===== config.mk =====
export PLATFORM = sky130hd
export DESIGN_NAME = twin_pred_mover
export DESIGN_NICKNAME = d
export VERILOG_FILES = /design/src/rtl/tpm_pkg.sv /design/src/rtl/tpm_side.sv /design/src/rtl/tpm_ctrl.sv /design/src/rtl/twin_pred_mover.sv
export SDC_FILE = /design/constraint.sdc
export NUM_CORES = 1
export LEC_CHECK = 0
export CAP_MARGIN = 20
export CORE_AREA = 2 2 112 114
export CTS_BUF_LIST = sky130_fd_sc_hd__clkbuf_4 sky130_fd_sc_hd__clkbuf_8 sky130_fd_sc_hd__clkbuf_16
export DETAILED_ROUTE_END_ITERATION = 16
export DIE_AREA = 0 0 114 116
export DONT_BUFFER_PORTS = 1
export SYNTH_ARGS = -nofsm -noshare
export SYNTH_HDL_FRONTEND = slang
export SYNTH_SLANG_ARGS = --single-unit

===== constraint.sdc =====
create_clock -name clk -period 3.05 [get_ports clk]
set_input_delay 0.1525 -clock clk [delete_from_list [all_inputs] [get_ports clk]]
set_output_delay 0.1525 -clock clk [all_outputs]
set_load 0.01 [all_outputs]

===== src/rtl/tpm_pkg.sv =====
package tpm_pkg;

    localparam int unsigned TPM_MAXVL_DEF  = 8;
    localparam int unsigned TPM_IDX_W_DEF  = 5;
    localparam int unsigned TPM_DATA_W_DEF = 16;

    typedef enum logic {
        PM_SINGLE = 1'b0,
        PM_TWIN   = 1'b1
    } pmode_e;

    // Per-side decision for one busy cycle
    typedef struct packed {
        logic ok;   // side enabled at current step
        logic adv;  // side step advances this cycle
    } side_act_t;

    // Decision for one side in twin mode
    function automatic side_act_t twin_side(input logic is_vec, input logic bit_en,
                                            input logic xfer, input logic live);
        side_act_t r;
        r.ok  = !is_vec || bit_en;
        r.adv = live && is_vec && (xfer || !r.ok);
        return r;
    endfunction

endpackage


===== src/rtl/tpm_side.sv =====
module tpm_side #(
    parameter int unsigned MAXVL = 8,
    parameter int unsigned LEN_W = 4,
    parameter int unsigned IDX_W = 5
) (
    input  logic             clk,
    input  logic             rst,
    input  logic             load,
    input  logic [LEN_W-1:0] init_step,
    input  logic [IDX_W-1:0] base,
    input  logic             is_vec,
    input  logic             pred_en,
    input  logic [MAXVL-1:0] mask,
    input  logic             adv,
    output logic [LEN_W-1:0] step,
    output logic             vec_q,
    output logic             bit_en,
    output logic [IDX_W-1:0] addr
);
    logic [LEN_W-1:0] step_q;
    logic [IDX_W-1:0] base_q;
    logic [MAXVL-1:0] mask_q;
    logic [MAXVL-1:0] mask_sh;

    always_ff @(posedge clk) begin
        if (rst) begin
            step_q <= '0;
            base_q <= '0;
            mask_q <= '0;
            vec_q  <= 1'b0;
        end else if (load) begin
            step_q <= init_step;
            base_q <= base;
            mask_q <= pred_en ? mask : '1;
            vec_q  <= is_vec;
        end else if (adv) begin
            step_q <= step_q + LEN_W'(1);
        end
    end

    always_comb begin
        mask_sh = mask_q >> step_q;
        bit_en  = mask_sh[0];
        addr    = base_q + (vec_q ? IDX_W'(step_q) : '0);
        step    = step_q;
    end
endmodule


===== src/rtl/tpm_ctrl.sv =====
module tpm_ctrl (
    input  logic clk,
    input  logic rst,
    input  logic load,
    input  logic fin,
    output logic busy,
    output logic done
);
    always_ff @(posedge clk) begin
        if (rst) begin
            busy <= 1'b0;
            done <= 1'b0;
        end else begin
            done <= busy && fin;
            if (load)
                busy <= 1'b1;
            else if (fin)
                busy <= 1'b0;
        end
    end
endmodule


===== src/rtl/twin_pred_mover.sv =====
module twin_pred_mover
    import tpm_pkg::*;
#(
    parameter int unsigned MAXVL  = TPM_MAXVL_DEF,
    parameter int unsigned IDX_W  = TPM_IDX_W_DEF,
    parameter int unsigned DATA_W = TPM_DATA_W_DEF,
    localparam int unsigned LEN_W = $clog2(MAXVL + 1)
) (
    input  logic              clk,
    input  logic              rst,
    input  logic              start,
    input  logic              pred_mode,
    input  logic [LEN_W-1:0]  vl,
    input  logic [IDX_W-1:0]  src_base,
    input  logic [IDX_W-1:0]  dst_base,
    input  logic [MAXVL-1:0]  src_mask,
    input  logic [MAXVL-1:0]  dst_mask,
    input  logic              src_pred_en,
    input  logic              dst_pred_en,
    input  logic              src_vec,
    input  logic              dst_vec,
    input  logic [LEN_W-1:0]  src_step_init,
    input  logic [LEN_W-1:0]  dst_step_init,
    output logic [IDX_W-1:0]  rd_addr,
    input  logic [DATA_W-1:0] rd_data,
    output logic              wr_en,
    output logic [IDX_W-1:0]  wr_addr,
    output logic [DATA_W-1:0] wr_data,
    output logic              busy,
    output logic              done,
    output logic [LEN_W-1:0]  src_step,
    output logic [LEN_W-1:0]  dst_step
);
    pmode_e           mode_q;
    logic [LEN_W-1:0] vl_q;
    logic             load, live, oor, xfer, fin;
    logic             s_bit, d_bit, s_vec, d_vec;
    side_act_t        s_act, d_act;
    logic [LEN_W-1:0] s_next, d_next, d_init;

    assign load   = start && !busy;
    assign d_init = (pred_mode == PM_TWIN) ? dst_step_init : src_step_init;

    always_ff @(posedge clk) begin
        if (rst) begin
            mode_q <= PM_SINGLE;
            vl_q   <= '0;
        end else if (load) begin
            mode_q <= pmode_e'(pred_mode);
            vl_q   <= vl;
        end
    end

    always_comb begin
        oor  = (src_step >= vl_q) || (dst_step >= vl_q);
        live = busy && !oor;
        if (mode_q == PM_TWIN) begin
            s_act = twin_side(s_vec, s_bit, 1'b0, 1'b0);
            d_act = twin_side(d_vec, d_bit, 1'b0, 1'b0);
            xfer  = live && s_act.ok && d_act.ok;
            s_act = twin_side(s_vec, s_bit, xfer, live);
            d_act = twin_side(d_vec, d_bit, xfer, live);
        end else begin
            xfer      = live && s_bit;
            s_act.ok  = s_bit;
            s_act.adv = live;
            d_act.ok  = s_bit;
            d_act.adv = live;
        end
        s_next = src_step + LEN_W'(s_act.adv);
        d_next = dst_step + LEN_W'(d_act.adv);
        fin    = busy && (oor || (xfer && !d_vec) || (s_next >= vl_q) || (d_next >= vl_q));
        wr_en   = xfer;
        wr_data = rd_data;
    end

    tpm_side #(.MAXVL(MAXVL), .LEN_W(LEN_W), .IDX_W(IDX_W)) i_src (
        .clk(clk), .rst(rst), .load(load), .init_step(src_step_init),
        .base(src_base), .is_vec(src_vec), .pred_en(src_pred_en), .mask(src_mask),
        .adv(s_act.adv), .step(src_step), .vec_q(s_vec), .bit_en(s_bit), .addr(rd_addr)
    );

    tpm_side #(.MAXVL(MAXVL), .LEN_W(LEN_W), .IDX_W(IDX_W)) i_dst (
        .clk(clk), .rst(rst), .load(load), .init_step(d_init),
        .base(dst_base), .is_vec(dst_vec), .pred_en(dst_pred_en), .mask(dst_mask),
        .adv(d_act.adv), .step(dst_step), .vec_q(d_vec), .bit_en(d_bit), .addr(wr_addr)
    );

    tpm_ctrl i_ctrl (
        .clk(clk), .rst(rst), .load(load), .fin(fin), .busy(busy), .done(done)
    );

    // single mode keeps both steps equal
    a_r3_lockstep: assert property (@(posedge clk) disable iff (rst)
        (busy && mode_q == PM_SINGLE) |-> (src_step == dst_step));

    // a write to a scalar destination ends the run with a done pulse
    a_r6_scalar_dst_stop: assert property (@(posedge clk) disable iff (rst)
        (wr_en && !d_vec) |=> (!busy && done));

    // done comes right after a busy cycle and only when idle
    a_r8_done_after_busy: assert property (@(posedge clk) disable iff (rst)
        $rose(done) |-> (!busy && $past(busy)));

    // every write to a vector destination moves the destination step by one
    a_r1_dst_advance: assert property (@(posedge clk) disable iff (rst)
        (wr_en && d_vec) |=> (dst_step == $past(dst_step) + LEN_W'(1)));

    // no write while idle
    a_r2_idle_quiet: assert property (@(posedge clk) disable iff (rst)
        !busy |-> !wr_en);
endmodule


# Yosys cells after proc, flatten, opt, wreduce, memory -nomap -nowiden
# Cells that the tools add are included.
# word_totals
output_inout_bits,37
wordCells,67
register_bits,43
in_bits,62
# classes
n_mux,14
n_reduce_logical,29
n_shift,2
addsub,6
magnitude_cmp,4
# op_table
cell,count
$mux W4,7
$ge A4 B4 Y1,4
$mux W8,2
$shr A8 B4 Y1,2
$logic_and A1 B1 Y1,12
$add A5 B5 Y5,2
$add A4 B1 Y4,2
$add A4 B1 Y4 const B,2
$logic_or A1 B1 Y1,8
$logic_not A1 Y1,6
$reduce_bool A2 Y1,3
$mux W1,5

# Logic depth before layout (Yosys ltp)
# Gate-level depths: netlist of run 1.
# depth
word_depth,16
depth_mapped,18
mapped_depth_nobuf,17

# Hierarchy
# Synthesis of run 1 repeated with hierarchy kept, for this count alone.
# hier_totals
hier_cells,308
hier_area_um2,2733.9
# modules_own_cells
mod,seq_area_each_um2,area_per_inst_um2,n_inst,cells_each
tpm_side,360.3,902.1,2,98
twin_pred_mover,100.1,863.3,1,105
tpm_ctrl,40.0,66.3,1,7

# Least setup slack after synthesis of run 1
# No wires, ideal clock.
# synth_timing
path_kind,flip-flop to flip-flop
startpoint,"reg i_src.step_q[0], in the netlist i_src.step[0]"
endpoint,reg i_ctrl.done
slack_ps,-346
required_ps,2936
synth_period_minus_slack_ps,3396
path_stages_with_launch,17
setup_ps,114
path_buffers,1
t_arrival_ps,3282
cell_sequence,dfxtp_1 buf_2 inv_1 ha_1 nor3b_1 nor2_1 nor3_1 inv_1 a31oi_1 ha_1 ha_1 ha_1 a21o_1 a21o_1 a221oi_1 o21ai_0 nor2b_1
# synth_between
elab_chain_len,15
word_cells_on_any_way,29
cone_classes,2 x add/sub; 3 x order compare; 1 x shift; 3 x mux; 20 x reduce/logical
# synth_rtl
item,line_no,source
from (decl),tpm_side.sv:20,logic [LEN_W-1:0] step_q;
from (signal assigned),tpm_side.sv:32,step_q <= init_step;
from (signal assigned),tpm_side.sv:37,step_q <= step_q + LEN_W'(1);
$ge A4 B4 Y1,twin_pred_mover.sv:55,oor = (src_step >= vl_q) || (dst_step >= vl_q);
$logic_or A1 B1 Y1,twin_pred_mover.sv:55,
$logic_not A1 Y1,twin_pred_mover.sv:56,live = busy && !oor;
$logic_and A1 B1 Y1,twin_pred_mover.sv:56,
$logic_and A1 B1 Y1 (2 in series),twin_pred_mover.sv:60,xfer = live && s_act.ok && d_act.ok;
$logic_or A1 B1 Y1,tpm_pkg.sv:23,r.adv = live && is_vec && (xfer || !r.ok);
$logic_and A1 B1 Y1,tpm_pkg.sv:23,
$mux W1,twin_pred_mover.sv:57,if (mode_q == PM_TWIN) begin
$add A4 B1 Y4,twin_pred_mover.sv:70,s_next = src_step + LEN_W'(s_act.adv);
$ge A4 B4 Y1,twin_pred_mover.sv:72,fin = busy && (oor || (xfer && !d_vec) || (s_next >= vl_q) || (d_next >= vl_q));
$logic_or A1 B1 Y1,twin_pred_mover.sv:72,
$logic_or A1 B1 Y1 *,twin_pred_mover.sv:72,
$logic_and A1 B1 Y1 *,twin_pred_mover.sv:72,
$logic_and A1 B1 Y1 *,tpm_ctrl.sv:14,done <= busy && fin;
to (signal assigned),tpm_ctrl.sv:14,
to (decl),tpm_ctrl.sv:7,output logic done
# Every way passes the cells marked *; elsewhere a longest branch is shown, timed or not.
# A chain may end at the register's enable or synchronous reset.

# Worst setup path in the final report of run 1
# layout_timing
startpoint,reg vl_q[1]
endpoint,reg i_ctrl.done
# layout_between
elab_chain_len,15
word_cells_on_any_way,27
cone_classes,2 x add/sub; 4 x order compare; 3 x mux; 18 x reduce/logical
# layout_rtl
item,line_no,source
from (decl),twin_pred_mover.sv:35,logic [LEN_W-1:0] vl_q;
from (signal assigned),twin_pred_mover.sv:50,vl_q <= vl;
$ge A4 B4 Y1,twin_pred_mover.sv:55,
$logic_or A1 B1 Y1,twin_pred_mover.sv:55,
$logic_not A1 Y1,twin_pred_mover.sv:56,
$logic_and A1 B1 Y1,twin_pred_mover.sv:56,
$logic_and A1 B1 Y1 (2 in series),twin_pred_mover.sv:60,
$logic_or A1 B1 Y1,tpm_pkg.sv:23,
$logic_and A1 B1 Y1,tpm_pkg.sv:23,
$mux W1,twin_pred_mover.sv:57,
$add A4 B1 Y4,twin_pred_mover.sv:70,
$ge A4 B4 Y1,twin_pred_mover.sv:72,
$logic_or A1 B1 Y1,twin_pred_mover.sv:72,
$logic_or A1 B1 Y1 *,twin_pred_mover.sv:72,
$logic_and A1 B1 Y1 *,twin_pred_mover.sv:72,
$logic_and A1 B1 Y1 *,tpm_ctrl.sv:14,
# Marked as above.

==> results.tsv, run 1 <==
stage	metric	value	unit
sta	fmax	0.322	GHz
layout	area_delta_synth_final	27.6	%
setup_path	path_cells	inv_2 -> ha_1 -> o211ai_1 -> nor2_2 -> nor4_2 -> o21a_1 -> ha_2 -> ha_1 -> ha_1 -> a21o_1 -> a21o_1 -> a221oi_2 -> o21ai_1 -> nor2b_1	
floorplan	die_h	116	um
cts	clk_path_buf_depth	2	
placed_design	place_ws	-0.145	ns
setup_path	criticalPathCategory	register to register	
sta	relSlewSlack	56.6	%
cts	cts_tree	yes	
layout	diodes	0	
placed_design	gp_congestion	0.848	
routing	drtPass1Iterations	4	
synth	synth.distinct_cells	46	
cts	clk_pin_slew	0.06	ns
sta	fin_ws	-0.0573	ns
floorplan	die_x	114	um
floorplan	start_util	24.7	%
status	violations	negative setup slack	
routing	drt-initial-drc-count	90	
routing	vias	2536	
synth	syn_avg_cell_area	8.22	um2
setup_path	r2r_setup_slack	-0.06	ns
synth	ys_async_sr_fraction	0	%
setup_path	cp-startpoint	vl_q[1]$_SDFFE_PP0P_	
cts	numCtsBuffers	5	
setup_path	reg2regPathDepth	14	
synth	synth-edff-count	0	
placed_design	hpwl	6.34	mm
setup_path	r2r_start	vl_q[1]$_SDFFE_PP0P_	
floorplan	ios	99	
layout	nets	486	
sta	rsz0062_at_grt	true	
setup_path	arrival	3.29	ns
floorplan	die_area	13200	um2
routing	drc_errors	0	
routing	final_antenna_net_count	0	
layout	layout-drive-gt1-share	26.7	%
floorplan	num_rows	40	
pwr	peakVddDrop	213	uV
hold_path	min_from	dst_vec	
setup_path	timing.critical_path.from_type	register	
setup_path	worst_r2r_endpoint	i_ctrl.done$_SDFF_PP0_	
global_routing	grt_pass1_vias	2491	
routing	wl	8.15	mm
setup_path	worst_path_max_delay_cell	nor4_2	
cts	clock-sinks	43	
setup_path	cp.required	3.23	ns
synth	ys_seq_area_share	29.3	%
setup_path	slowest_delay	0.35	ns
routing	vias_per_cell	4.70	
synth	ys_seq_elements	43	
global_routing	grt.total_usage	12.7	%
cts	clk_latency	0.29	ns
hold_path	hp-class	primary input to register	
pwr	p_leak	1.56	nW
synth	synth_ff_type	dfxtp_1	
sta	setup_viol	2	
synth	syn_nets	452	
status	status	complete, but fails checks	
sta	slew_violations	0	
global_routing	grt_max_degree	43	
cts	h-tree-depth	2	
sta	min_period	3.11	ns
sta	fin_skew	0.00407	ns
floorplan	coreArea	11900	um2
synth	synth_cells	358	
routing	wl_per_cell	15.1	um
pwr	power_per_cell_area	434	nW/um2
setup_path	endpoint	i_ctrl.done$_SDFF_PP0_	
synth	synth_area	2940	um2
setup_path	cp-end-kind	register	
setup_path	cp_max_fo	4	
sta	tns	-0.0882	ns
global_routing	grt_pass1_wl	13.1	mm
setup_path	critical_path.most_common_cell	ha_1	
placed_design	port_buffers	0	
sta	worstMarginPinSlew	0.649	ns
synth	ys_warn_count	0	
sta	finalHoldViolations	0	
layout	final_util	31.5	%
global_routing	antenna_found_initial	0	
cts	cts-root-buf	clkbuf_16	
sta	post-route-period-util	102	%
run	drv_cap	0	
global_routing	grt.overflow.total	0	
-- stage by stage --
step	area (um2)	hold slack (ns)	cells	total power, mW
final	3750	0.00406	540	1.63
after CTS	3730	0.000956	540	1.65
after global placement	3340	0.224	511	1.04
after detailed placement	3340	0.223	511	1.05
after floorplan	3060	0.288	358	0.941
after global routing	3750	0.0134	540	1.73
-- worst min path at each step --
stage,end,slack (ns),depth (start not counted)
4_1_cts,i_dst.vec_q$_SDFFE_PP0P_,0.001,2
3_3_place_gp,i_dst.step[1]$_SDFFE_PP0P_,0.22,1
3_5_place_dp,i_dst.step[1]$_SDFFE_PP0P_,0.22,1
5_1_grt,i_dst.vec_q$_SDFFE_PP0P_,0.01,2
2_1_floorplan,vl_q[1]$_SDFFE_PP0P_,0.29,2
6_report,i_dst.vec_q$_SDFFE_PP0P_,0.004,2
-- placed cells by master, fill, tap and decap left out, drive strengths merged, types with 2 or more instances in the layout --
cell,instances
nand2,43
inv,22
clkbuf,7
nand4,3
and3,2
mux2,2
nor4,2
o32ai,2
nand2b,6
a21o,8
o211ai,3
or3,3
xor2,3
a31oi,7
dlygate4sd3,14
xnor2,9
nor3,18
a2111oi,2
a211oi,4
nor3b,18
nor2b,5
buf,47
nor2,32
a21oi,24
nand3,5
and2,3
ha,30
fa,2
dfxtp,43
mux2i,8
o21ai,3
-- power by group --
group | total (mW) | switching, mW | internal (mW)
Sequential | 0.642 | 0.0361 | 0.606
Clock | 0.540 | 0.219 | 0.321
Combinational | 0.448 | 0.226 | 0.222
Total | 1.63 | 0.482 | 1.15
-- cells in the mapped netlist (2+ instances only) --
cell	instances	area (um2)
nand4_1	3	18.8
buf_6	3	33.8
a21o_1	8	60.1
nand3_1	5	25.0
a31oi_1	7	43.8
ha_1	30	375
nor4_1	2	12.5
nor2_1	32	120
o21ai_0	3	15.0
nor2b_1	5	31.3
xor2_1	3	26.3
or3_1	3	18.8
inv_1	22	82.6
and3_1	2	12.5
fa_1	2	40.0
and2_1	3	18.8
buf_2	2	10.0
nand2_1	43	161
nor3_1	18	90.1
xnor2_1	9	78.8
dfxtp_1	43	861
nand2b_1	6	37.5
mux2i_1	8	80.1
a21oi_1	24	120
mux2_2	2	22.5
buf_4	17	128
o211ai_1	3	22.5
nor3b_1	18	135
a211oi_1	4	30.0
clkbuf_1	12	45.0
-- cells by family (layout without fill, tap and decap cells) --
logic type | after synthesis | after routing | share of synthesized area [%]
compound gates | 61 | 61 | 14.4
fa+ha+maj | 32 | 32 | 14.1
flops | 43 | 43 | 29.3
buf+inv | 56 | 91 | 10.2
simple gates | 143 | 143 | 24.1
xor+xnor | 12 | 12 | 3.57
mux | 11 | 11 | 4.38
-- worst max-delay path, delay by kind of cell, from the launching register on --
family          cells  cell delay [ns]
compound gates      6             1.07
fa+ha+maj           4             0.97
buf+inv             1             0.05
flops               1             0.33
simple gates        3             0.59
-- cell type report --
class | count | area, um2
sequential | 43 | 881
tap | 147 | 184
clock buffer | 7 | 140
timing repair buffer | 61 | 522
inverter | 22 | 85.1
fill | 1288 | 8160
clock inverter | 1 | 5.00
multi-input combinational | 259 | 1940
-- repair_timing --
action,4_1_cts,5_1_grt
hold buffers,15,0
setup buffers,6,0
hold endpoints to repair,42,0
resized for setup,12,6
endpoints found under the setup margin,2,2
pin swaps,14,5
-- state kept, by name, indices dropped and copies added (netlist names) --
register	flops
i_dst.step	4
i_src.vec_q	1
i_src.step	4
i_dst.mask_q	8
i_src.mask_q	8
i_ctrl.busy	1
i_dst.vec_q	1
i_dst.base_q	5
i_ctrl.done	1
i_src.base_q	5
vl_q	4
mode_q	1
-- routing by layer --
| metal | GRT usage (%) | routed length, um |
|---|---|---|
| met3 | 3.14 | 493 |
| met5 | 0 | 0 |
| met1 | 16.8 | 3810 |
| met4 | 3.82 | 118 |
| met2 | 20.4 | 3720 |
No activity file was read; power rests on OpenSTA's default activity.
==> inputs of run 2 (changes only) <==
--- a/config.mk
+++ b/config.mk
@@ -14,3 +14,4 @@
 export SYNTH_ARGS = -nofsm -noshare
 export SYNTH_HDL_FRONTEND = slang
 export SYNTH_SLANG_ARGS = --single-unit
+export TNS_END_PERCENT = 5
==> run 2 against run 1 <==
Net effect: the run still ends with negative setup slack left; global-route usage did not move; maximum frequency barely moved; worst setup slack improved by 0.0030 ns; clock skew barely moved; critical path depth did not move; via count rose by 0.20%; design area fell by 0.20%; power fell by 0.19%; wire length did not move; critical path type unchanged; critical endpoint unchanged; largest cell class unchanged.
==> results.tsv, run 2 (same netlist as run 1, synthesis figures left out) <==
stage	metric	value	unit
status	status	complete, but fails checks	
status	violations	negative setup slack	
floorplan	coreArea	11900	um2
sta	worstMarginPinSlew	0.649	ns
sta	setup_viol	2	
sta	relSlewSlack	56.6	%
layout	num-fill-cells	1290	
placed_design	hpwl	6.34	mm
routing	drt-initial-drc-count	90	
cts	clk_path_buf_depth	2	
setup_path	r2r_setup_slack	-0.05	ns
cts	cts_tree	yes	
setup_path	cp.required	3.23	ns
layout	area_delta_synth_final	27.3	%
layout	final_cell_mix	44 x buf_4, 42 x nand2_1, 33 x dfxtp_1, 29 x nor2_1, 24 x a21oi_1	
floorplan	die_area	13200	um2
global_routing	grt.total_usage	12.7	%
cts	h-tree-depth	2	
global_routing	grt_max_degree	43	
sta	finalHoldViolations	0	
sta	fmax	0.322	GHz
floorplan	num_rows	40	
global_routing	grt_pass1_vias	2491	
setup_path	worst_r2r_endpoint	i_ctrl.done$_SDFF_PP0_	
routing	wl	8.15	mm
placed_design	port_buffers	0	
layout	nets	486	
global_routing	antenna_found_initial	0	
layout	mostFrequentLayoutCell	buf_4	
cts	clock-sinks	43	
sta	fin_skew	0.00407	ns
sta	tns	-0.0651	ns
setup_path	timing.critical_path.from_type	register	
routing	final_antenna_net_count	0	
layout	layout-drive-gt1-share	26.5	%
hold_path	hp-class	primary input to register	
setup_path	arrival	3.29	ns
sta	hold_slack	0.00406	ns
layout	largestRegisters	i_dst.mask_q: 8 flops, i_src.mask_q: 8 flops	
setup_path	cp-end-kind	register	
floorplan	die_h	116	um
sta	min_period	3.10	ns
floorplan	start_util	24.7	%
setup_path	criticalPathCategory	register to register	
cts	numCtsBuffers	5	
global_routing	grt.overflow.total	0	
pwr	peakVddDrop	213	uV
layout	diodes	0	
sta	post-route-period-util	102	%
setup_path	cp_max_fo	4	
hold_path	min_from	dst_vec	
cts	cts-root-buf	clkbuf_16	
sta	rsz0062_at_grt	true	
global_routing	grt_pass1_wl	13.1	mm
run	drv_cap	0	
placed_design	place_ws	-0.145	ns
pwr	power_per_cell_area	435	nW/um2
setup_path	r2r_start	vl_q[1]$_SDFFE_PP0P_	
pwr	p_leak	1.55	nW
routing	vias_per_cell	4.71	
hold_path	hold_depth	2	
routing	vias	2541	
sta	slew_violations	0	
placed_design	dp.cells	511	
hold_path	hold_end	i_dst.vec_q$_SDFFE_PP0P_	
floorplan	die_x	114	um
routing	drtPass1Iterations	4	
setup_path	reg2regPathDepth	14	
floorplan	ios	99	
layout	final_util	31.4	%
routing	wl_per_cell	15.1	um
cts	clk_latency	0.29	ns
routing	drc_errors	0	
layout	final_cells	540	
placed_design	gp_congestion	0.848	
sta	fin_ws	-0.0544	ns
cts	clk_pin_slew	0.06	ns
run 2: cell counts in the layout (fill, tap and decap cells not counted):
Identical to the previous run, type by type.
run 2: final cells by class:
cell class | count | area [um2] | share of cell area (%)
multi-input cells | 259 | 1930 | 51.5
inverters | 22 | 85.1 | 2.27
clock buffers | 7 | 140 | 3.74
repair buffers | 61 | 522 | 13.9
clock inverters | 1 | 5.00 | 0.134
well taps | 147 | 184 | 4.91
flip-flops and latches | 43 | 881 | 23.5
run 2: repair_timing:
item	4_1_cts	5_1_grt
setup buffers	6	0
hold buffers	15	0
endpoints found under the setup margin	2	2
pin swaps	14	4
hold endpoints to repair	42	0
gates resized for setup	12	5
run 2: worst max-delay path by stage:
stage	endpoint	from	depth (start not counted)	slack, ns
2_1_floorplan	i_ctrl.done$_SDFF_PP0_	i_dst.step[0]$_SDFFE_PP0P_	14	-0.009
3_3_place_gp	i_ctrl.done$_SDFF_PP0_	vl_q[0]$_SDFFE_PP0P_	16	-0.16
3_5_place_dp	i_ctrl.done$_SDFF_PP0_	vl_q[0]$_SDFFE_PP0P_	16	-0.15
4_1_cts	i_ctrl.done$_SDFF_PP0_	vl_q[3]$_SDFFE_PP0P_	16	-0.03
5_1_grt	i_ctrl.done$_SDFF_PP0_	vl_q[3]$_SDFFE_PP0P_	17	-0.23
6_report	i_ctrl.done$_SDFF_PP0_	vl_q[1]$_SDFFE_PP0P_	14	-0.05
run 2: routing by layer:
layer	up-vias	track usage [%]	routed length, um
met4	0	3.82	118
li1	1293	-	-
met1	1176	16.8	3820
met2	60	20.4	3730
met5	-	0	0
met3	12	3.14	484
run 2: per-stage QoR:
stage | area [um2] | power, mW
2_1_floorplan | 3060 | 0.941
3_5_place_dp | 3340 | 1.05
3_3_place_gp | 3340 | 1.04
5_1_grt | 3740 | 1.73
4_1_cts | 3730 | 1.65
6_report | 3740 | 1.63
run 2: worst max-delay path: stages, from the launching register on:
cell      delay, ns
dfxtp_2        0.33
inv_2          0.05
ha_1           0.27
o211ai_1       0.21
nor2_2         0.10
nor4_2         0.35
o21a_1         0.20
ha_2           0.19
ha_1           0.23
ha_1           0.28
a21o_1         0.16
a21o_1         0.17
a221oi_2       0.22
o21ai_1        0.11
nor2b_1        0.14
run 2: power by group:
part	internal, mW	total [mW]	switching [mW]
Combinational	0.219	0.445	0.226
Clock	0.321	0.540	0.219
Sequential	0.606	0.642	0.0361
==> inputs of run 3 (changes only) <==
--- a/config.mk
+++ b/config.mk
@@ -7,7 +7,8 @@
 export LEC_CHECK = 0
 export CAP_MARGIN = 20
 export CORE_AREA = 2 2 112 114
-export CTS_BUF_LIST = sky130_fd_sc_hd__clkbuf_4 sky130_fd_sc_hd__clkbuf_8 sky130_fd_sc_hd__clkbuf_16
+export CTS_BUF_LIST = sky130_fd_sc_hd__clkbuf_8
+export CTS_CLUSTER_DIAMETER = 30
 export DETAILED_ROUTE_END_ITERATION = 16
 export DIE_AREA = 0 0 114 116
 export DONT_BUFFER_PORTS = 1
==> run 3 against run 2 <==
Net effect: the run still ends with negative setup slack left; first-iteration DRC count decreased by 8.9%; largest cell class unchanged; non-clock buffer count increased by 3; critical endpoint unchanged; wire length is 1.2% higher; die area unchanged; cell count up 0.56%.
==> results.tsv, run 3 (same netlist as run 1, synthesis figures left out) <==
stage	metric	value	unit
layout	mostFrequentLayoutCell	buf_4	
routing	wl	8.24	mm
setup_path	r2r_start	i_dst.step[1]$_SDFFE_PP0P_	
setup_path	r2r_setup_slack	-0.05	ns
status	status	complete, but fails checks	
setup_path	reg2regPathDepth	13	
sta	min_period	3.10	ns
setup_path	slowest_delay	0.38	ns
cts	numCtsBuffers	5	
sta	finalHoldViolations	0	
sta	tns	-0.0569	ns
global_routing	grt.total_usage	12.6	%
sta	fin_skew	0.00568	ns
floorplan	start_util	24.7	%
setup_path	path_cells	ha_1 -> o211ai_1 -> o21ai_2 -> nor4_2 -> o21a_1 -> ha_2 -> ha_1 -> ha_1 -> a21o_1 -> a21o_1 -> a221oi_2 -> o21ai_1 -> nor2b_1	
layout	largestRegisters	i_dst.mask_q: 8 flops, i_src.mask_q: 8 flops	
setup_path	arrival	3.30	ns
setup_path	timing.critical_path.from_type	register	
sta	rsz0062_at_grt	true	
cts	cts-root-buf	clkbuf_8	
sta	relSlewSlack	55.9	%
setup_path	criticalPathCategory	register to register	
layout	final_cells	543	
layout	diodes	0	
setup_path	cp_num_buf_inv	0	
cts	cts_tree	yes	
run	drv_cap	0	
placed_design	gp_congestion	0.848	
sta	post-route-period-util	102	%
floorplan	die_h	116	um
setup_path	worst_r2r_endpoint	i_ctrl.done$_SDFF_PP0_	
routing	vias	2567	
setup_path	critical_path.most_common_cell	ha_1	
setup_path	crit_family	compound AO/OA/AOI/OAI gates	
floorplan	coreArea	11900	um2
sta	fin_ws	-0.0484	ns
sta	setup_viol	2	
routing	drtPass1Iterations	4	
pwr	power	1.45	mW
layout	num-fill-cells	1286	
layout	nets	489	
sta	fmax	0.323	GHz
routing	vias_per_cell	4.73	
placed_design	port_buffers	0	
routing	final_antenna_net_count	0	
hold_path	hold_end	i_src.step[0]$_SDFFE_PP0P_	
hold_path	hp-class	primary input to register	
setup_path	cp.depth	13	
setup_path	cp.required	3.25	ns
layout	final_cell_mix	44 x buf_4, 42 x nand2_1, 33 x dfxtp_1, 29 x nor2_1, 24 x a21oi_1	
layout	layout-drive-gt1-share	25.8	%
cts	clk_pin_slew	0.08	ns
pwr	p_leak	1.55	nW
placed_design	hpwl	6.34	mm
global_routing	grt_max_degree	43	
status	violations	negative setup slack	
cts	h-tree-depth	2	
setup_path	worst_path_max_delay_cell	dfxtp_4	
routing	drc_errors	0	
global_routing	grt_pass1_vias	2513	
setup_path	cp-end-kind	register	
hold_path	hold_depth	2	
hold_path	min_from	src_step_init[0]	
cts	clk_latency	0.29	ns
global_routing	grt.overflow.total	0	
floorplan	ios	99	
floorplan	die_area	13200	um2
pwr	power_per_cell_area	388	nW/um2
floorplan	num_rows	40	
cts	clk_path_buf_depth	2	
setup_path	cp_max_fo	5	
global_routing	antenna_found_initial	0	
sta	slew_violations	0	
pwr	peakVddDrop	169	uV
sta	worstMarginPinSlew	0.661	ns
layout	final_util	31.4	%
placed_design	dp.cells	511	
global_routing	grt_pass1_wl	13.2	mm
cts	clock-sinks	43	
routing	drt-initial-drc-count	82	
layout	area_delta_synth_final	27.1	%
routing	wl_per_cell	15.2	um
floorplan	die_x	114	um
[run 3: cell count changes in the layout (fill, tap and decap cells not counted), moves of 2 or more]
cell           delta
inv_1             +2
clkbuf_4          -2
clkbuf_8          +5
clkbuf_16         -5
dlygate4sd3_1     +3
[run 3: what timing repair did]
action,4_1_cts,5_1_grt
pin swaps,13,4
hold buffers,18,0
hold endpoints to repair,42,0
setup buffers,6,0
endpoints found under the setup margin,2,2
gates resized for setup,12,8
[run 3: where the power goes]
| group | internal, mW | switching [mW] |
|---|---|---|
| Sequential | 0.605 | 0.0371 |
| Combinational | 0.224 | 0.230 |
| Clock | 0.155 | 0.201 |
[run 3: worst register-to-register path, stage by stage, from the launching register on]
cell      delay (ns)
dfxtp_4         0.38
ha_1            0.30
o211ai_1        0.28
o21ai_2         0.14
nor4_2          0.21
o21a_1          0.20
ha_2            0.19
ha_1            0.23
ha_1            0.28
a21o_1          0.16
a21o_1          0.17
a221oi_2        0.23
o21ai_1         0.11
nor2b_1         0.14
[run 3: final cells by class]
class,count,area [um2],share of cell area [%]
Clock buffer,5,68.8,1.84
Clock inverter,3,12.5,0.335
Inverter,22,85.1,2.28
Multi-Input combinational cell,259,1950,52.2
Sequential cell,43,883,23.6
Tap cell,147,184,4.92
Timing Repair Buffer,64,552,14.8
[run 3: layer usage]
layer	vias up	share of wire [%]	track usage, %
met1	1197	47	17.0
li1	1299	-	-
met4	0	0.67	2.52
met2	65	46	20.6
met5	-	0	0
met3	6	6.1	3.14
[run 3: worst max-delay path by stage]
stage                                     from                      to
finish              i_dst.step[1]$_SDFFE_PP0P_  i_ctrl.done$_SDFF_PP0_
global route              vl_q[3]$_SDFFE_PP0P_  i_ctrl.done$_SDFF_PP0_
CTS                       vl_q[3]$_SDFFE_PP0P_  i_ctrl.done$_SDFF_PP0_
detailed placement        vl_q[0]$_SDFFE_PP0P_  i_ctrl.done$_SDFF_PP0_
global placement          vl_q[0]$_SDFFE_PP0P_  i_ctrl.done$_SDFF_PP0_
floorplan           i_dst.step[0]$_SDFFE_PP0P_  i_ctrl.done$_SDFF_PP0_
[run 3: per-stage QoR]
step | setup slack (ns) | area [um2] | hold WS (ns)
final | -0.0484 | 3740 | 0.0248
after global routing | -0.239 | 3740 | 0.0192
after CTS | -0.0328 | 3690 | 0.0198
after detailed placement | -0.145 | 3340 | 0.223
after global placement | -0.163 | 3340 | 0.224
after floorplan | -0.00865 | 3060 | 0.288
